==> src/rtl/dma_arb_pkg.sv <==
// Package: shared state type for the DMA bus-ownership arbiter.
// Assumes: nothing beyond standard SystemVerilog.
package dma_arb_pkg;
    typedef enum logic [1:0] {
        ARB_IDLE = 2'd0,   // bus belongs to the processor, nothing asked
        ARB_WAIT = 2'd1,   // hold raised, waiting for hold-acknowledge
        ARB_OWN  = 2'd2    // a channel is being served
    } arb_state_e;
endpackage

==> src/rtl/dma_elig_mask.sv <==
// Module: forms the per-channel candidate vector from requests and masks.
// Assumes: mask bit 1 disables the channel; purely combinational.
module dma_elig_mask #(
    parameter int NUM_CH = 4
) (
    input  logic [NUM_CH-1:0] req_i,
    input  logic [NUM_CH-1:0] mask_i,
    output logic [NUM_CH-1:0] elig_o
);
    // One gate per channel: request qualified by a clear mask.
    for (genvar c = 0; c < NUM_CH; c++) begin : g_ch
        assign elig_o[c] = req_i[c] & ~mask_i[c];
    end
endmodule

==> src/rtl/dma_prio_pick.sv <==
// Module: fixed-priority selector, the lowest index wins.
// Assumes: combinational; pick_o is one-hot or zero, any_o means a candidate exists.
module dma_prio_pick #(
    parameter int NUM_CH = 4
) (
    input  logic [NUM_CH-1:0] elig_i,
    output logic [NUM_CH-1:0] pick_o,
    output logic              any_o
);
    logic [NUM_CH:0] blocked;

    assign blocked[0] = 1'b0;
    // Ripple chain: a channel is blocked when any lower index is a candidate.
    for (genvar c = 0; c < NUM_CH; c++) begin : g_prio
        assign pick_o[c]    = elig_i[c] & ~blocked[c];
        assign blocked[c+1] = blocked[c] | elig_i[c];
    end
    assign any_o = blocked[NUM_CH];
endmodule

==> src/rtl/dma_arb_fsm.sv <==
// Module: bus-ownership sequencer. Raises hold, waits for acknowledge,
// serves one channel at a time, and passes the bus on or releases it.
// Assumes: pick_i/elig_any_i come from the priority selector in the same cycle;
// xfer_done_i is meaningful only during a normal grant.
module dma_arb_fsm
    import dma_arb_pkg::*;
#(
    parameter int NUM_CH = 4
) (
    input  logic              clk,
    input  logic              rst_n,
    input  logic              hold_ack_i,
    input  logic              xfer_done_i,
    input  logic [NUM_CH-1:0] req_i,
    input  logic [NUM_CH-1:0] cascade_i,
    input  logic [NUM_CH-1:0] pick_i,
    input  logic              elig_any_i,
    output logic              hold_req_o,
    output logic [NUM_CH-1:0] grant_o,
    output logic [NUM_CH-1:0] cas_ack_o
);
    arb_state_e        state_q, state_d;
    logic [NUM_CH-1:0] sel_q, sel_d;
    logic              cas_q, cas_d;
    logic              take;
    logic              finish;

    // Service end: cascade ends on request drop, normal on the done pulse.
    assign finish = cas_q ? ~|(sel_q & req_i) : xfer_done_i;

    // Next-state and selection logic.
    always_comb begin
        state_d = state_q;
        sel_d   = sel_q;
        cas_d   = cas_q;
        take    = 1'b0;
        case (state_q)
            ARB_IDLE: begin
                if (elig_any_i) state_d = ARB_WAIT;
            end
            ARB_WAIT: begin
                if (!elig_any_i)     state_d = ARB_IDLE;
                else if (hold_ack_i) take    = 1'b1;
            end
            ARB_OWN: begin
                if (!hold_ack_i) begin
                    state_d = ARB_IDLE;
                    sel_d   = '0;
                    cas_d   = 1'b0;
                end else if (finish) begin
                    if (elig_any_i) begin
                        take = 1'b1;
                    end else begin
                        state_d = ARB_IDLE;
                        sel_d   = '0;
                        cas_d   = 1'b0;
                    end
                end
            end
            default: begin
                state_d = ARB_IDLE;
                sel_d   = '0;
                cas_d   = 1'b0;
            end
        endcase
        if (take) begin
            state_d = ARB_OWN;
            sel_d   = pick_i;
            cas_d   = |(pick_i & cascade_i);
        end
    end

    // State registers with synchronous active-low reset.
    always_ff @(posedge clk) begin
        if (!rst_n) begin
            state_q <= ARB_IDLE;
            sel_q   <= '0;
            cas_q   <= 1'b0;
        end else begin
            state_q <= state_d;
            sel_q   <= sel_d;
            cas_q   <= cas_d;
        end
    end

    // Output decode: hold whenever not idle, grant or acknowledge by mode.
    always_comb begin
        hold_req_o = (state_q != ARB_IDLE);
        grant_o    = (state_q == ARB_OWN && !cas_q) ? sel_q : '0;
        cas_ack_o  = (state_q == ARB_OWN &&  cas_q) ? sel_q : '0;
    end

    AST_ONE_ACTIVE: assert property (@(posedge clk) disable iff (!rst_n)
        $onehot0({grant_o, cas_ack_o}));
    AST_HOLD_WHILE_SERVING: assert property (@(posedge clk) disable iff (!rst_n)
        (|{grant_o, cas_ack_o}) |-> hold_req_o);
    AST_NO_GRANT_BEFORE_ACK: assert property (@(posedge clk) disable iff (!rst_n)
        $rose(|{grant_o, cas_ack_o}) |-> $past(hold_ack_i));
    AST_PASS_ON_KEEPS_HOLD: assert property (@(posedge clk) disable iff (!rst_n)
        (|grant_o && xfer_done_i && hold_ack_i && elig_any_i) |=> hold_req_o);
    AST_RELEASE_WHEN_EMPTY: assert property (@(posedge clk) disable iff (!rst_n)
        (|grant_o && xfer_done_i && !elig_any_i) |=> !hold_req_o);
    AST_CASCADE_PERSISTS: assert property (@(posedge clk) disable iff (!rst_n)
        (|(cas_ack_o & req_i) && hold_ack_i) |=> (cas_ack_o == $past(cas_ack_o)));
    AST_ACK_LOSS_CLEARS: assert property (@(posedge clk) disable iff (!rst_n)
        (|{grant_o, cas_ack_o} && !hold_ack_i) |=> !(|{grant_o, cas_ack_o}));
endmodule

==> src/rtl/dma_bus_arbiter.sv <==
// Module: top of the DMA bus-ownership arbiter. Qualifies requests with masks,
// picks by fixed priority (channel 0 highest) and sequences bus ownership.
// Assumes: all inputs synchronous to clk; reset synchronous and active low.
module dma_bus_arbiter #(
    parameter int NUM_CH = 4
) (
    input  logic              clk,
    input  logic              rst_n,
    input  logic [NUM_CH-1:0] req_i,
    input  logic [NUM_CH-1:0] mask_i,
    input  logic [NUM_CH-1:0] cascade_i,
    input  logic              hold_ack_i,
    input  logic              xfer_done_i,
    output logic              hold_req_o,
    output logic [NUM_CH-1:0] grant_o,
    output logic [NUM_CH-1:0] cas_ack_o
);
    logic [NUM_CH-1:0] elig;
    logic [NUM_CH-1:0] pick;
    logic              elig_any;

    dma_elig_mask #(.NUM_CH(NUM_CH)) i_elig (
        .req_i  (req_i),
        .mask_i (mask_i),
        .elig_o (elig)
    );

    dma_prio_pick #(.NUM_CH(NUM_CH)) i_prio (
        .elig_i (elig),
        .pick_o (pick),
        .any_o  (elig_any)
    );

    dma_arb_fsm #(.NUM_CH(NUM_CH)) i_fsm (
        .clk         (clk),
        .rst_n       (rst_n),
        .hold_ack_i  (hold_ack_i),
        .xfer_done_i (xfer_done_i),
        .req_i       (req_i),
        .cascade_i   (cascade_i),
        .pick_i      (pick),
        .elig_any_i  (elig_any),
        .hold_req_o  (hold_req_o),
        .grant_o     (grant_o),
        .cas_ack_o   (cas_ack_o)
    );

    AST_MASKED_NEVER_SERVED: assert property (@(posedge clk) disable iff (!rst_n)
        $rose(|{grant_o, cas_ack_o}) |-> ~|({grant_o, cas_ack_o} & {$past(mask_i), $past(mask_i)}));
endmodule

==> config.mk <==
export PLATFORM = sky130hd
export DESIGN_NAME = dma_bus_arbiter
export DESIGN_NICKNAME = d
export VERILOG_FILES = /design/src/rtl/dma_arb_pkg.sv /design/src/rtl/dma_elig_mask.sv /design/src/rtl/dma_prio_pick.sv /design/src/rtl/dma_arb_fsm.sv /design/src/rtl/dma_bus_arbiter.sv
export SDC_FILE = /design/constraint.sdc
export NUM_CORES = 1
export LEC_CHECK = 0
export ABC_CLOCK_PERIOD_IN_PS = 2600
export BUFFER_PORTS_ARGS = -buffer_cell sky130_fd_sc_hd__buf_4
export CORE_AREA = 2 2 39 41
export CTS_CLUSTER_DIAMETER = 200
export DETAILED_ROUTE_END_ITERATION = 8
export DIE_AREA = 0 0 41 43
export GPL_TIMING_DRIVEN = 0
export PLACE_DENSITY_LB_ADDON = 0.1
export RECOVER_POWER = 50
export SLEW_MARGIN = 25
export SYNTH_ARGS = -nofsm -noshare
export SYNTH_HDL_FRONTEND = slang
export SYNTH_SLANG_ARGS = --single-unit
==> constraint.sdc <==
create_clock -name clk -period 2.6 [get_ports clk]
set_input_delay 0.39 -clock clk [delete_from_list [all_inputs] [get_ports clk]]
set_output_delay 0.39 -clock clk [all_outputs]
set_load 0.02 [all_outputs]
# After elaboration in Yosys (flattened, before gate mapping)
# Index checks and enable logic that the tools add are counted.
# op_classes
n_eq_ne	8
n_mux	25
bitwise_logic	20
reduce_logical	13
# op_table
cell	count
$mux 4	6
$mux 1	10
$mux 2	5
$and 4x4->4	2
$not 1->1	8
$pmux 4 s2	1
$reduce_or 4->1	2
$and 1x1->1	7
$pmux 2 s3	1
$ne 2x1->1 const B	2
$ne 4x2->1 const B	1
$ne 4x4->1 const B	1
$pmux 1 s2	2
$reduce_and 2->1	2
$reduce_or 2->1	2
$ne 3x1->1 const B	1
$ne 3x2->1 const B	1
$or 1x1->1	3
$reduce_and 3->1	1
$eq 2x1->1 const B	1
$eq 2x2->1 const B	1
$logic_and 1x1->1	2
$logic_not 1->1	2
$logic_not 2->1	1
$reduce_bool 2->1	1
# totals
ff_bits	7
input_bits	16
out_inout_bits	9
word_cells	70

# Depth between registers and ports, before layout
# logic_depth
word_depth	11
ltp_mapped	6
depth_no_buf	6

# Hierarchy
# From an unflattened synthesis, not the netlist that was laid out.
# unflattened
cells_unflattened	62
area_unflattened_um2	594.3
# by_module_without_submodules
mod	n_inst	cells_each	area_each_um2	seq_area_each_um2
dma_arb_fsm	1	53	501.7	140.1
dma_elig_mask	1	4	55.1	0.0
dma_prio_pick	1	5	37.5	0.0

# Worst setup path after synthesis
# Ideal clock, no wire load.
# synth_path
path_type	flip-flop to flip-flop
startpoint	register i_fsm.state_q[0]
endpoint	register i_fsm.state_q[0]
setup_time_ps	74
arrival_ps	1530
required_time_ps	2526
slack_ps	996
stages_incl_launch_ff	7
n_path_buf	0
period_less_slack_ps	1604
cell_sequence	dfxtp_1 -> inv_1 -> ha_1 -> nand2_1 -> and3b_4 -> or4_1 -> a31oi_1
# synth_via
elab_chain_len	4
word_cells_on_any_way	12
cone_classes	eq/ne (4); mux (5); reduce/logical (3)
# synth_rtl
item	line	text
start: declaration	dma_arb_fsm.sv:22	arb_state_e state_q, state_d;
start signal: assignment	dma_arb_fsm.sv:80	state_q <= state_d;
$mux 2 (3 in series)	--	
$pmux 2 s3	dma_arb_fsm.sv:37	case (state_q)
# Parallel ways exist; a longest one is shown, timed or not. The select of a mux whose other input is x is not followed.
# A chain may end at the register's enable or synchronous reset.

# Final worst setup path
# layout_path
startpoint	register i_fsm.state_q[0]
endpoint	output grant_o[1]
# layout_via
elab_chain_len	3
# layout_rtl
item	line	text
$eq 2x2->1	dma_arb_fsm.sv:89	grant_o = (state_q == ARB_OWN && !cas_q) ? sel_q : '0;
$logic_and 1x1->1	dma_arb_fsm.sv:89	
$mux 4	dma_arb_fsm.sv:89	
end: declaration	dma_bus_arbiter.sv:15	output logic [NUM_CH-1:0] grant_o,
# Every way passes these cells.

==> impl_metrics.py <==
metrics = {
    "outcome": {
        "status": "finished, final reports clean",
    },
    "floorplan": {
        "core-area_um2": 1380,
        "start_util_pct": 40.0,
        "num_rows": 14,
        "die_h_um": 43,
        "die_x_um": 41,
        "ios": 25,
        "die_area_um2": 1760,
    },
    "timing": {
        "clock.fmax_mhz": 525,
        "finalMaxSlewViolations": 0,
        "rsz0062_at_grt": "false",
        "fin_skew_ps": 7.40,
        "slew_headroom_pct": 76.8,
        "fin_crit_sh_pct": 73.3,
        "fin_ws_ps": 694,
        "worstMarginPinSlew_ps": 345,
        "setup_tns_ps": 0,
        "finalHoldViolations": 0,
        "finalCriticalPeriod_ps": 1910,
        "finalSetupViolCount": 0,
    },
    "power": {
        "combPwrFrac_pct": 31.8,
        "p_leak_nw": 0.375,
        "power_frac_clock_pct": 30.4,
        "max-vdd-ir-drop_v": 0.000254,
        "swShare_pct": 32.2,
        "p_int_uw": 219,
        "power_switching_uw": 104,
        "total_power_uw": 323,
        "power_density_nw_per_um2": 418,
        "seq_power_share_pct": 37.9,
    },
    "worst_setup_path": {
        "path_delay_family": "flip-flops",
        "worstReg2RegEnd": "i_fsm.state_q[0]$_SDFFE_PP0P_",
        "cp.required_ps": 2210,
        "rr_startpoint": "i_fsm.state_q[0]$_SDFFE_PP0P_",
        "r2r_slack_ps": 820,
        "worstPathCellList": "inv_1 > ha_1 > nor2b_1 > and2_1 > buf_4",
        "cp_max_fo": 8,
        "cp.arrival_ps": 1520,
        "crit_path_end_kind": "primary output",
        "path_buf_inv": 2,
        "crit_type": "register to primary output",
        "critPathMaxStageDelay_ps": 400,
        "crit_path_start_kind": "register",
        "rr_worst_depth": 6,
        "worst_path_max_delay_cell": "dfxtp_1",
    },
    "drt": {
        "drcViolationCount": 0,
        "ant_nets": 0,
        "detail_route.wl_per_cell_um": 12.3,
        "vias_per_cell": 5.24,
        "wl_mm": 1.31,
        "via_count": 561,
        "dr.pass1.iters": 4,
        "drt_iter0_drc": 9,
    },
    "final_layout": {
        "nets": 112,
        "drive_gt1_share_pct": 36.3,
        "diodes": 0,
        "areaGrowthSynthToFinish_pct": 39.8,
        "fillers": 144,
        "design_area_um2": 773,
    },
    "logic_synthesis": {
        "synth-seq-cells": 7,
        "yosys.area.top_type_share_pct": 25.3,
        "syn_inst": 63,
        "synth_compound_area_share_pct": 24.7,
        "yosys.area_share.simple_pct": 37.6,
        "async_flop_share_pct": 0,
        "synthTopCellsByCount": "dfxtp_1 (7), and2_1 (5), inv_1 (5)",
        "synthMuxAreaShare_pct": 0,
        "syn-cell-area_um2": 553,
        "synth_area_per_cell_um2": 8.78,
        "synthFlopType": "dfxtp_1",
        "synth_edf_count": 0,
        "synth.top_cells.by_area": "dfxtp_1 (25%), ha_1 (9.0%), and2_1 (5.7%)",
        "ys_warn_count": 0,
        "post-synth-top-count-cell": "dfxtp_1",
        "synth_nets": 83,
        "synthXorXnorAreaFrac_pct": 0,
        "synth_adder_area_share_pct": 9.05,
        "synth_top_family_by_area": "simple AND/OR/NAND/NOR gates",
        "synth_area_leader_cell": "dfxtp_1",
        "yosysUniqueCellTypes": 29,
        "ys_seq_area_share_pct": 25.3,
    },
    "hold_path": {
        "hold_path.class": "input port to register",
        "hp-start": "rst_n",
        "hold_end": "i_fsm.state_q[0]$_SDFFE_PP0P_",
        "whs_path_depth": 3,
    },
    "place": {
        "io_buffers": 24,
        "pre_cts_slack_ps": 802,
        "place_area_um2": 753,
        "gp_congestion": 0.694,
        "dp_hpwl_mm": 1.03,
    },
    "clock_network": {
        "cts_tree": "built",
        "clock_path_buffers": 2,
        "numClockSinks": 7,
        "clock-root-buffer": "clkbuf_4",
        "cts_setup_buffers": 0,
        "holdBufCountCts": 0,
        "clk_pin_slew_ps": 50,
        "clock_latency_ps": 250,
        "htreeDepth": 1,
        "cts_resized": 0,
        "cts_inserted_buffers": 3,
    },
    "grt": {
        "grt_max_degree": 9,
        "grt-ovfl-total": 0,
        "grt_pass1_wl_mm": 2.11,
        "grt_pass1_vias": 510,
        "grtUsageTotal_pct": 17.5,
        "antenna_found_initial": 0,
    },
    "run": {
        "max_cap_violations": 0,
    },
}
==> worst max-delay path by stage <==
stage | from | end | depth (start not counted)
2_1_floorplan | i_fsm.state_q[0]$_SDFFE_PP0P_ | i_fsm.state_q[0]$_SDFFE_PP0P_ | 6
3_3_place_gp | mask_i[2] | i_fsm.cas_q$_SDFFE_PN0P_ | 6
3_5_place_dp | mask_i[2] | i_fsm.cas_q$_SDFFE_PN0P_ | 6
4_1_cts | i_fsm.state_q[0]$_SDFFE_PP0P_ | grant_o[1] | 5
5_1_grt | i_fsm.state_q[0]$_SDFFE_PP0P_ | grant_o[1] | 5
6_report | i_fsm.state_q[0]$_SDFFE_PP0P_ | grant_o[1] | 5
==> power by group through the flow <==
stage	combinational, mW	sequential, mW	clock [mW]
after floorplan	0.0681	0.122	0
after global placement	0.105	0.124	0
after detailed placement	0.105	0.125	0
after CTS	0.106	0.122	0.102
after global routing	0.114	0.123	0.104
final	0.103	0.122	0.0980
==> sequential cells by signal, summed over array words and instances (netlist names) <==
name,cells
i_fsm.state_q,2
i_fsm.cas_q,1
i_fsm.sel_q,4
==> per-stage QoR <==
stage                     instances  hold slack, ps  utilization [%]
final                           107             411             55.9
after global routing            107             420             55.9
after CTS                       107             395             56.4
after detailed placement        103             514             54.4
after global placement          103             515             54.4
after floorplan                  63             470                -
==> cell usage in the layout (no fill, tap or decap), drive strengths merged, types with 2 or more instances in the layout <==
master / n
and2: 5
and3: 4
ha: 4
inv: 5
a32o: 3
and3b: 2
buf: 22
a22o: 2
o21ai: 3
nor2: 3
dfxtp: 7
nor2b: 4
a21oi: 3
nand3: 2
and2b: 2
clkbuf: 5
a22oi: 2
nand2: 3
==> cells by family (layout without fill, tap and decap cells) <==
kind of cell / Yosys count / in the layout
AOI/OAI and AO/OA: 18 / 18
buffers and inverters: 5 / 33
adders and majority gates: 4 / 4
and+or+nand+nor: 29 / 29
DFF: 7 / 7
==> final cells by class <==
class                      count  area (µm²)  area share (%)
clock inverter                 1        5.00           0.647
sequential                     7         140            18.1
clock buffer                   3        22.5            2.91
timing repair buffer          24         173            22.3
inverter                       5        18.8            2.43
tap                           16        20.0            2.59
multi-input combinational     51         394            51.0
==> layer usage <==
metal	vias to the layer above	part of all wire, %	GRT usage (%)
met5	-	0	0
met4	0	1.1	10.0
met3	2	6.1	1.57
met2	15	45	25.3
met1	254	47	24.2
li1	290	-	-
==> worst register-to-register path: cells and delay by family (launching register included) <==
kind	cells	cell delay, ps
adder cells (fa/ha/maj)	1	280
AO/OA/AOI/OAI	1	150
flip-flops	1	400
AND/OR/NAND/NOR	3	790
buffers and inverters	1	90
Power figures use the tool's default switching activity.
